**config.mk**
```make
export PLATFORM = sky130hd
export DESIGN_NAME = serial_audio_port
export DESIGN_NICKNAME = d
export VERILOG_FILES = /design/src/rtl/sap_pkg.sv /design/src/rtl/sap_bclk_gen.sv /design/src/rtl/sap_framer.sv /design/src/rtl/sap_lane.sv /design/src/rtl/serial_audio_port.sv
export SDC_FILE = /design/constraint.sdc
export NUM_CORES = 2
export LEC_CHECK = 0
export BUFFER_PORTS_ARGS = -buffer_cell sky130_fd_sc_hd__buf_2
export CORE_AREA = 2 2 411 413
export DETAILED_ROUTE_END_ITERATION = 8
export DIE_AREA = 0 0 413 415
export PLACE_DENSITY = 0.6
export SYNTH_ARGS = -nofsm -noshare
export SYNTH_HDL_FRONTEND = slang
export SYNTH_SLANG_ARGS = --single-unit
```
**constraint.sdc**
```tcl
create_clock -name clk -period 3.42 [get_ports clk]
set_input_delay 0.513 -clock clk [delete_from_list [all_inputs] [get_ports clk]]
set_output_delay 0.513 -clock clk [all_outputs]
set_load 0.02 [all_outputs]
```
**src/rtl/sap_pkg.sv**
```systemverilog
package sap_pkg;

    localparam int SLOT_W    = 32;
    localparam int SLOTS_MAX = 4;
    localparam int RES_W     = $clog2(SLOT_W);
    localparam int FRAME_MAX = SLOT_W * SLOTS_MAX;
    localparam int POS_W     = $clog2(FRAME_MAX);

    typedef logic [SLOT_W-1:0] slot_t;

    // Frame format, taken into use at a frame boundary
    typedef struct packed {
        logic             quad;
        logic             single;
        logic [RES_W-1:0] res;
    } fmt_t;

    // Keeps the (res+1) most significant bits of a slot
    function automatic slot_t res_mask(input logic [RES_W-1:0] r);
        return {SLOT_W{1'b1}} << (SLOT_W - 1 - int'(r));
    endfunction

    function automatic logic [POS_W:0] frame_len(input logic quad);
        return quad ? (POS_W+1)'(FRAME_MAX) : (POS_W+1)'(FRAME_MAX / 2);
    endfunction

endpackage

```
**src/rtl/sap_bclk_gen.sv**
```systemverilog
module sap_bclk_gen #(
    parameter int DIV_W = 8
) (
    input  logic             clk,
    input  logic             rst,
    input  logic [DIV_W-1:0] div,
    output logic             bclk,
    output logic             rise_tick,
    output logic             fall_tick
);
    logic [DIV_W-1:0] cnt;
    logic             tick;

    assign tick      = (cnt >= div);
    assign rise_tick = tick & ~bclk;
    assign fall_tick = tick &  bclk;

    always_ff @(posedge clk) begin
        if (rst) begin
            cnt  <= '0;
            bclk <= 1'b0;
        end else if (tick) begin
            cnt  <= '0;
            bclk <= ~bclk;
        end else begin
            cnt  <= cnt + DIV_W'(1);
        end
    end
endmodule

```
**src/rtl/sap_framer.sv**
```systemverilog
module sap_framer
    import sap_pkg::*;
(
    input  logic clk,
    input  logic rst,
    input  logic fall_tick,
    input  fmt_t fmt_in,
    input  logic fs_pol,
    output fmt_t fmt_run,
    output logic boundary,
    output logic fsync,
    output logic frame_strobe
);
    logic [POS_W-1:0] pos;
    logic [POS_W:0]   len;

    assign len      = frame_len(fmt_run.quad);
    // the falling edge that leaves position 0 opens the first slot
    assign boundary = fall_tick && (pos == '0);
    assign fsync    = ({1'b0, pos} < (len >> 1)) ? fs_pol : ~fs_pol;

    always_ff @(posedge clk) begin
        if (rst) begin
            pos          <= '0;
            fmt_run      <= '0;
            frame_strobe <= 1'b0;
        end else begin
            if (fall_tick) begin
                if ({1'b0, pos} == len - (POS_W+1)'(1)) pos <= '0;
                else                                    pos <= pos + POS_W'(1);
            end
            if (boundary) fmt_run <= fmt_in;
            frame_strobe <= boundary;
        end
    end
endmodule

```
**src/rtl/sap_lane.sv**
```systemverilog
module sap_lane
    import sap_pkg::*;
#(
    parameter int LANE_IDX = 0
) (
    input  logic  clk,
    input  logic  rst,
    input  logic  rise_tick,
    input  logic  fall_tick,
    input  logic  boundary,
    input  fmt_t  fmt_run,
    input  fmt_t  fmt_nxt,
    input  slot_t tx_w [SLOTS_MAX],
    input  logic  sdi_bit,
    output logic  sdo_bit,
    output slot_t rx_w [SLOTS_MAX]
);
    localparam bit IS_PRIMARY = (LANE_IDX == 0);
    localparam int HALF       = SLOTS_MAX / 2;

    logic [FRAME_MAX-1:0] tx_sh, rx_sh, load_img;
    slot_t m_nxt, m_run;
    logic  act_nxt, act_run;

    assign m_nxt   = res_mask(fmt_nxt.res);
    assign m_run   = res_mask(fmt_run.res);
    assign act_nxt = IS_PRIMARY || !fmt_nxt.single;
    assign act_run = IS_PRIMARY || !fmt_run.single;

    for (genvar s = 0; s < SLOTS_MAX; s++) begin : g_slot
        if (s < HALF) begin : g_both
            assign load_img[FRAME_MAX-1-s*SLOT_W -: SLOT_W] =
                act_nxt ? (tx_w[s] & m_nxt) : '0;
            assign rx_w[s] = !act_run ? '0 :
                fmt_run.quad ? (rx_sh[FRAME_MAX-1-s*SLOT_W -: SLOT_W] & m_run)
                             : (rx_sh[FRAME_MAX/2-1-s*SLOT_W -: SLOT_W] & m_run);
        end else begin : g_quad
            assign load_img[FRAME_MAX-1-s*SLOT_W -: SLOT_W] =
                (act_nxt && fmt_nxt.quad) ? (tx_w[s] & m_nxt) : '0;
            assign rx_w[s] = (act_run && fmt_run.quad)
                ? (rx_sh[FRAME_MAX-1-s*SLOT_W -: SLOT_W] & m_run) : '0;
        end
    end

    assign sdo_bit = tx_sh[FRAME_MAX-1];

    always_ff @(posedge clk) begin
        if (rst)            tx_sh <= '0;
        else if (boundary)  tx_sh <= load_img;
        else if (fall_tick) tx_sh <= {tx_sh[FRAME_MAX-2:0], 1'b0};
    end

    always_ff @(posedge clk) begin
        if (rst)            rx_sh <= '0;
        else if (rise_tick) rx_sh <= {rx_sh[FRAME_MAX-2:0], sdi_bit};
    end

    if (!IS_PRIMARY) begin : g_idle_chk

        idle_lane_quiet_chk: assert property (@(posedge clk) disable iff (rst)
            fmt_run.single |-> (sdo_bit == 1'b0));
    end
endmodule

```
**src/rtl/serial_audio_port.sv**
```systemverilog
module serial_audio_port
    import sap_pkg::*;
#(
    parameter int LANES = 4,
    parameter int DIV_W = 8
) (
    input  logic                          clk,
    input  logic                          rst,
    input  logic [DIV_W-1:0]              cfg_div,
    input  logic                          cfg_quad,
    input  logic                          cfg_single,
    input  logic [4:0]                    cfg_res,
    input  logic                          cfg_fs_pol,
    input  logic [LANES*SLOTS_MAX*32-1:0] tx_data,
    input  logic [LANES-1:0]              sdi,
    output logic                          bclk,
    output logic                          fsync,
    output logic [LANES-1:0]              sdo,
    output logic [LANES*SLOTS_MAX*32-1:0] rx_data,
    output logic                          frame_strobe
);
    localparam int CH     = LANES * SLOTS_MAX;
    localparam int DATA_W = CH * SLOT_W;
    localparam int HALF   = SLOTS_MAX / 2;

    fmt_t  fmt_in, fmt_run;
    logic  rise_tick, fall_tick, boundary;
    slot_t tx_sel  [LANES][SLOTS_MAX];
    slot_t rx_lane [LANES][SLOTS_MAX];
    logic [DATA_W-1:0] rx_next;

    assign fmt_in = '{quad: cfg_quad, single: cfg_single, res: cfg_res};

    sap_bclk_gen #(.DIV_W(DIV_W)) u_bclk (
        .clk(clk), .rst(rst), .div(cfg_div),
        .bclk(bclk), .rise_tick(rise_tick), .fall_tick(fall_tick)
    );

    sap_framer u_framer (
        .clk(clk), .rst(rst), .fall_tick(fall_tick), .fmt_in(fmt_in),
        .fs_pol(cfg_fs_pol), .fmt_run(fmt_run), .boundary(boundary),
        .fsync(fsync), .frame_strobe(frame_strobe)
    );

    for (genvar l = 0; l < LANES; l++) begin : g_lane
        for (genvar s = 0; s < SLOTS_MAX; s++) begin : g_pick
            localparam int CQ = l * SLOTS_MAX + s;
            localparam int CD = l * HALF + s;
            if (s < HALF) begin : g_lo
                assign tx_sel[l][s] = fmt_in.quad ? tx_data[CQ*SLOT_W +: SLOT_W]
                                                  : tx_data[CD*SLOT_W +: SLOT_W];
            end else begin : g_hi
                assign tx_sel[l][s] = fmt_in.quad ? tx_data[CQ*SLOT_W +: SLOT_W] : '0;
            end
        end

        sap_lane #(.LANE_IDX(l)) u_lane (
            .clk(clk), .rst(rst), .rise_tick(rise_tick), .fall_tick(fall_tick),
            .boundary(boundary), .fmt_run(fmt_run), .fmt_nxt(fmt_in),
            .tx_w(tx_sel[l]), .sdi_bit(sdi[l]), .sdo_bit(sdo[l]),
            .rx_w(rx_lane[l])
        );
    end

    // Gather lane slots back into channel order of the frame that ended
    for (genvar c = 0; c < CH; c++) begin : g_gather
        localparam int LQ = c / SLOTS_MAX;
        localparam int SQ = c % SLOTS_MAX;
        localparam int LD = c / HALF;
        localparam int SD = c % HALF;
        if (c < LANES * HALF) begin : g_any
            assign rx_next[c*SLOT_W +: SLOT_W] = fmt_run.quad ? rx_lane[LQ][SQ]
                                                              : rx_lane[LD][SD];
        end else begin : g_quad_only
            assign rx_next[c*SLOT_W +: SLOT_W] = fmt_run.quad ? rx_lane[LQ][SQ] : '0;
        end
    end

    always_ff @(posedge clk) begin
        if (rst)           rx_data <= '0;
        else if (boundary) rx_data <= rx_next;
    end


    sdo_on_fall_chk: assert property (@(posedge clk) disable iff (rst)
        (sdo != $past(sdo)) |-> $fell(bclk));


    fsync_on_fall_chk: assert property (@(posedge clk) disable iff (rst)
        ((fsync != $past(fsync)) && $stable(cfg_fs_pol)) |-> $fell(bclk));


    strobe_pulse_chk: assert property (@(posedge clk) disable iff (rst)
        frame_strobe |=> !frame_strobe);


    rx_hold_chk: assert property (@(posedge clk) disable iff (rst)
        (rx_data != $past(rx_data)) |-> frame_strobe);
endmodule

```
# Yosys cells after proc, flatten, opt, wreduce, memory -nomap -nowiden
# Index checks and enable logic that the tools add are counted.
# totals
input_bits,534
out_inout_bits,519
reg_bits,1560
word_cells,143
# classes
n_bitwise,36
shift,2
muxes,73
n_eq_ne,1
reduce_logical,8
addsub,5
magnitude_cmp,2
# op_table
op,n
$mux 32,62
$and 32x32->32,32
$mux 128,8
$shl 32x32->32 const A,2
$sub 5x5->6 const A,2
$add 8x1->8 const B,1
$eq 7x8->1,1
$ge 8x8->1,1
$mux 8,1
$sub 8x1->8 const B,1
$add 7x1->7 const B,1
$logic_not 7->1,1
$lt 7x7->1,1
$mux 7,1
$logic_and 1x1->1,3
$and 1x1->1,2
$logic_not 1->1,2
$not 1->1,2
$reduce_bool 2->1,1
$reduce_or 2->1,1
$mux 1,1

# Logic depth before layout (Yosys ltp)
# depth
word_depth,6
mapped_depth,11

# Hierarchy
# From an unflattened synthesis, not the netlist that was laid out.
# unflattened
hier_cells,8620
area_unflattened_um2,76517.1
# by_module_without_submodules
mod,cells_per_inst,seq_area_each_um2,n_inst,area_each_um2
sap_lane (g_lane[2].u_lane ...),1452,5124.9,2,12559.5
serial_audio_port,2696,10249.8,1,25066.5
sap_lane (g_lane[1].u_lane),1454,5124.9,1,12603.3
sap_lane (g_lane[0].u_lane),1410,5124.9,1,12354.3
sap_framer,87,300.3,1,739.5
sap_bclk_gen,69,180.2,1,634.4

# Least setup slack after synthesis
# OpenSTA, ideal clock, no wires.
# synth_timing
kind,input-to-reg
from,input port cfg_div[0]
to,register rx_data[412]
required_time_ns,3.292
path_buffers,4
path_stages,10
arrival_time_ns,2.428
path_slack_ns,0.864
path_cell_list,ha_1 nand2b_1 a2111o_1 a32o_1 buf_2 buf_2 buf_2 buf_2 nand4_1 o21ai_0
# synth_between
elab_chain_cells,3
# synth_rtl
element,line_no,text
start: declaration,serial_audio_port.sv:9,"input logic [DIV_W-1:0] cfg_div,"
$ge 8x8->1,sap_bclk_gen.sv:14,assign tick = (cnt >= div);
$and 1x1->1,sap_bclk_gen.sv:16,assign fall_tick = tick & bclk;
$logic_and 1x1->1,sap_framer.sv:19,assign boundary = fall_tick && (pos == '0);
end signal: assignment,serial_audio_port.sv:81,else if (boundary) rx_data <= rx_next;
end: declaration,serial_audio_port.sv:19,"output logic [LANES*SLOTS_MAX*32-1:0] rx_data,"
# No other way between the ends.
# A chain may end at the register's enable or synchronous reset.

# Worst setup path after layout
# layout_timing
from,"register, netlist name u_framer.fmt_run[2]"
to,register rx_data[233]
# layout_between
elab_chain_cells,6
# layout_rtl
element,line_no,text
$sub 5x5->6 *,sap_pkg.sv:20,return {SLOT_W{1'b1}} << (SLOT_W - 1 - int'(r));
$shl 32x32->32 *,sap_pkg.sv:20,
"$and 32x32->32, on equally long branches","sap_lane.sv:36, sap_lane.sv:35",
$mux 32,sap_lane.sv:35,fmt_run.quad ? (rx_sh[FRAME_MAX-1-s*SLOT_W -: SLOT_W] & m_run)
$mux 32,sap_lane.sv:34,assign rx_w[s] = !act_run ? '0 :
$mux 32 *,serial_audio_port.sv:72,assign rx_next[c*SLOT_W +: SLOT_W] = fmt_run.quad ? rx_lane[LQ][SQ]
# Mark *: on every way between the ends. The rest lies on a longest branch, timed or not.

==> summary.txt <==
========================================================================================
Fill cell total of the finished layout                                            15,900
Register area share after synthesis                                                47.5%
Clock tree from TritonCTS                                                           done
Crit start category                                                            flip-flop
Area share of the largest cell type after synthesis                                47.5%
Required time of the critical path                                               4.12 ns
Total clock buffers created by CTS                                                   170
Total number of nets in the final design                                           8,688
Max VDD drop                                                                    0.514 mV
Number of search-and-repair iterations in the first detailed-routing pass              6
Post-synthesis sequential element count                                            1,560
Count of cell types in the netlist                                                    64
Die H                                                                             415 µm
Accumulated negative setup slack                                                    0 ns
Leak Pwr                                                                         29.6 nW
Crit path capture type                                                         flip-flop
Tcrit/Tclk final                                                                   97.3%
Most used standard cells in the synthesized netlist                         1,560 x sky130_fd_sc_hd__dfxtp_1, 895 x sky130_fd_sc_hd__nand2_1, 722 x sky130_fd_sc_hd__mux2i_1, 613 x sky130_fd_sc_hd__nor2_1, 467 x sky130_fd_sc_hd__clkbuf_1
Initial core utilization                                                           39.4%
Met2 track utilization from global routing                                         55.6%
Footprint of the flip-flops and latches                                       0.0312 mm²
Area taken by multi-input logic gates                                         0.0314 mm²
Via count                                                                         65,800
Routability congestion estimate from global placement                               1.01
Maximum achievable frequency                                                     301 MHz
Wire length of the first global-routing pass                                  466,000 µm
Placement row count                                                                  150
Setup slack of the most critical reg-to-reg path                                 0.09 ns
Run status                                                                  finished clean
Die Width                                                                         413 µm
Synthesized area                                                              0.0657 mm²
Primary flip-flop cell chosen by synthesis mapping                          sky130_fd_sc_hd__dfxtp_1
RSZ-0062 raised after global routing                                                  no
Final global-route overflow total                                                      0
Arrival time worst endpoint                                                      4.03 ns
Clock latency on the worst-skew pair                                             0.85 ns
Ratio of cells with drive above 1 in the final layout                              22.4%
Type of the setup path with the least slack                                 flip-flop to flip-flop
Per-instance average area after synthesis                                       9.13 µm²
Clock net sink count                                                               1,560
Setup violation total in the final timing report                                       0
Total chip power                                                                 39.0 mW
Maximum count of clock buffers along a single path                                     3
Share of flip-flops with an asynchronous set or reset after synthesis                 0%
Stage delay of the slowest cell on the critical path                             1.19 ns
Die area                                                                       0.171 mm²
Synth-to-layout area growth                                                        23.5%
Final routed wire length divided by cell count                                   32.3 µm
Number of global-route vias before repair                                         61,100
Standard cell with the maximum stage delay on the critical path             sky130_fd_sc_hd__nor3_1
Measured slew at the worst slew-check pin                                        1.46 ns
Most congested layer reported by global routing                                     met2
Number of buffers added for setup after CTS                                            0
Initial antenna violation count                                                       49
Port Buf Inserts                                                                   1,052
Power density over cell area                                                  481 mW/mm²
I/O pin cnt                                                                        1,053
Met1 demand-to-capacity share in global routing                                    48.2%
Cell type with the largest total area after synthesis                       sky130_fd_sc_hd__dfxtp_1
Critical path fanouts, max                                                            13
Total routing resource utilization after global routing                            37.8%
Number of flops mapped to enable cells by yosys                                        0
Total detailed-routing wirelength                                             340,000 µm
Launching point of the worst reg2reg path                                   u_framer.fmt_run[2]
Crit path from                                                              u_framer.fmt_run[2]
Worst-path clk slew                                                              0.06 ns
Path class of the lowest-slack min-delay path                               input port to flip-flop
Chain of cells forming the critical path                                    buf_4 -> a21oi_1 -> nor3_1 -> a22oi_1 -> a211oi_1
Most numerous cell in the Yosys netlist                                     sky130_fd_sc_hd__dfxtp_1
Post-synthesis cell count                                                          7,196
Post-detailed-route count of antenna-violating nets                                    0
Post-DR vias/cell                                                                   6.26
Time the final worst path needs with I/O delays and setup                        3.33 ns
H-tree level count                                                                     4
Relative max-transition margin                                                     2.17%
Worst clock skew                                                               0.0626 ns
Startpoint of the tightest hold check path                                  tx_data[485]
Top area cells in the synthesized netlist                                   sky130_fd_sc_hd__dfxtp_1 48%, sky130_fd_sc_hd__mux2i_1 11%, sky130_fd_sc_hd__nand2_1 5.1%
MaxCap Viol Count                                                                      0
CTS root buffer                                                             sky130_fd_sc_hd__clkbuf_16
Net count after synthesis                                                          7,742
Residual DRC                                                                           0
Initial detailed-routing violation count                                           8,909
Number of buffer and inverter instances along the worst setup path                     1
Dominant delay contributor by cell family on the critical path              simple AND/OR/NAND/NOR gates
CORE AREA                                                                      0.167 mm²
Hold violation total from the final report                                             0
Grt met3 use                                                                       9.86%
DP HPWL                                                                       251,000 µm
Yosys warnings                                                                         0
Slew Limit Fails                                                                       0
Pin count of the biggest net entering global routing                                 188
========================================================================================
[final cells by class]
type                            count  area share [%]
Antenna cell                       26          0.0802
Clock inverter                     47           0.735
Tap cell                         2204            3.40
Sequential cell                  1560            38.5
Multi-Input combinational cell   4893            38.7
Inverter                           16          0.0833
Clock buffer                      258            6.18
Timing Repair Buffer             1501            12.3
[flip-flops by register name, indices dropped and copies added (netlist names)]
name / flops
u_framer.frame_strobe: 1
u_framer.fmt_run: 7
u_bclk.bclk: 1
u_framer.pos: 7
g_lane.u_lane.rx_sh: 512
g_lane.u_lane.tx_sh: 512
rx_data: 512
u_bclk.cnt: 8
[tightest hold or removal path, stage by stage]
cell,delay [ns]
sky130_fd_sc_hd__buf_2,0.09
sky130_fd_sc_hd__a221oi_1,0.07
sky130_fd_sc_hd__nor3_1,0.13
[logic make-up (layout without fill, tap and decap cells)]
logic type,count (synthesis),count (layout),share of synthesized area [%]
buffers and inverters,743,1822,4.75
DFF,1560,1560,47.5
muxes,879,879,13.7
xor gates and xnor gates,7,7,0.0933
adders and majority gates,12,12,0.229
and+or+nand+nor,2476,2476,17.2
other,0,26,0
AOI/OAI and AO/OA,1519,1519,16.5
[report_power, final]
group / leakage [nW] / internal, mW / switching [mW]
combinational: 14.3 / 0.727 / 1.46
sequential: 12.6 / 18.2 / 0.00624
clock: 2.75 / 10.6 / 8.11
[cell usage in the layout (no fill, tap or decap), types with 39 or more instances in the layout]
master,count
sky130_fd_sc_hd__clkbuf_8,41
sky130_fd_sc_hd__or4_1,39
sky130_fd_sc_hd__a21oi_1,136
sky130_fd_sc_hd__clkbuf_16,171
sky130_fd_sc_hd__mux2i_1,722
sky130_fd_sc_hd__nand2_1,893
sky130_fd_sc_hd__buf_2,1050
sky130_fd_sc_hd__dlygate4sd3_1,155
sky130_fd_sc_hd__o211ai_1,139
sky130_fd_sc_hd__mux2_2,157
sky130_fd_sc_hd__buf_12,74
sky130_fd_sc_hd__nand4_1,320
sky130_fd_sc_hd__a221oi_1,325
sky130_fd_sc_hd__dfxtp_1,1559
sky130_fd_sc_hd__nand3_1,96
sky130_fd_sc_hd__clkbuf_1,46
sky130_fd_sc_hd__a311oi_1,84
sky130_fd_sc_hd__a22oi_1,69
sky130_fd_sc_hd__o21ai_0,380
sky130_fd_sc_hd__a2bb2oi_1,60
sky130_fd_sc_hd__nor3_1,371
sky130_fd_sc_hd__nor2_1,597
sky130_fd_sc_hd__a211oi_1,106
sky130_fd_sc_hd__buf_4,220
sky130_fd_sc_hd__o31ai_1,104
[path summary, 6_finish.rpt]
check / end / depth (start not counted)
worst max register to register: rx_data[233] / 5
worst min register to register: rx_data[441] / 2
worst max-delay path: rx_data[233] / 5
worst min-delay path: g_lane[3].u_lane.tx_sh[5] / 3
[metal layers]
| metal | up-vias | wire length [µm] |
|---|---|---|
| met1 | 32300 | 133000 |
| met2 | 4043 | 146000 |
| met4 | 30 | 25500 |
| met5 | - | 206 |
| met3 | 901 | 35600 |
| li1 | 28500 | - |
[through the flow]
| step | util, % | hold slack [ns] | worst slack (ns) | cells | cell area, µm² |
|---|---|---|---|---|---|
| 6_report | 48.7 | 0.0398 | 0.0929 | 10500 | 81200 |
| 5_1_grt | 48.7 | 0.0203 | 0.135 | 10500 | 81100 |
| 4_1_cts | 48.7 | 0.00137 | 0.0281 | 10500 | 81100 |
| 3_5_place_dp | 44.4 | 0.447 | 0.181 | 10000 | 73900 |
| 3_3_place_gp | 44.4 | 0.441 | 0.218 | 10000 | 73900 |
| 2_1_floorplan | - | 0.432 | 0.864 | 7196 | 65700 |
[repair_timing]
action / CTS / global route
resized for setup: 0 / 1
setup endpoints to repair: 0 / 1
endpoints found under the hold margin: 155 / 0
hold buffers: 155 / 0
(Power assumes the default switching activity.)
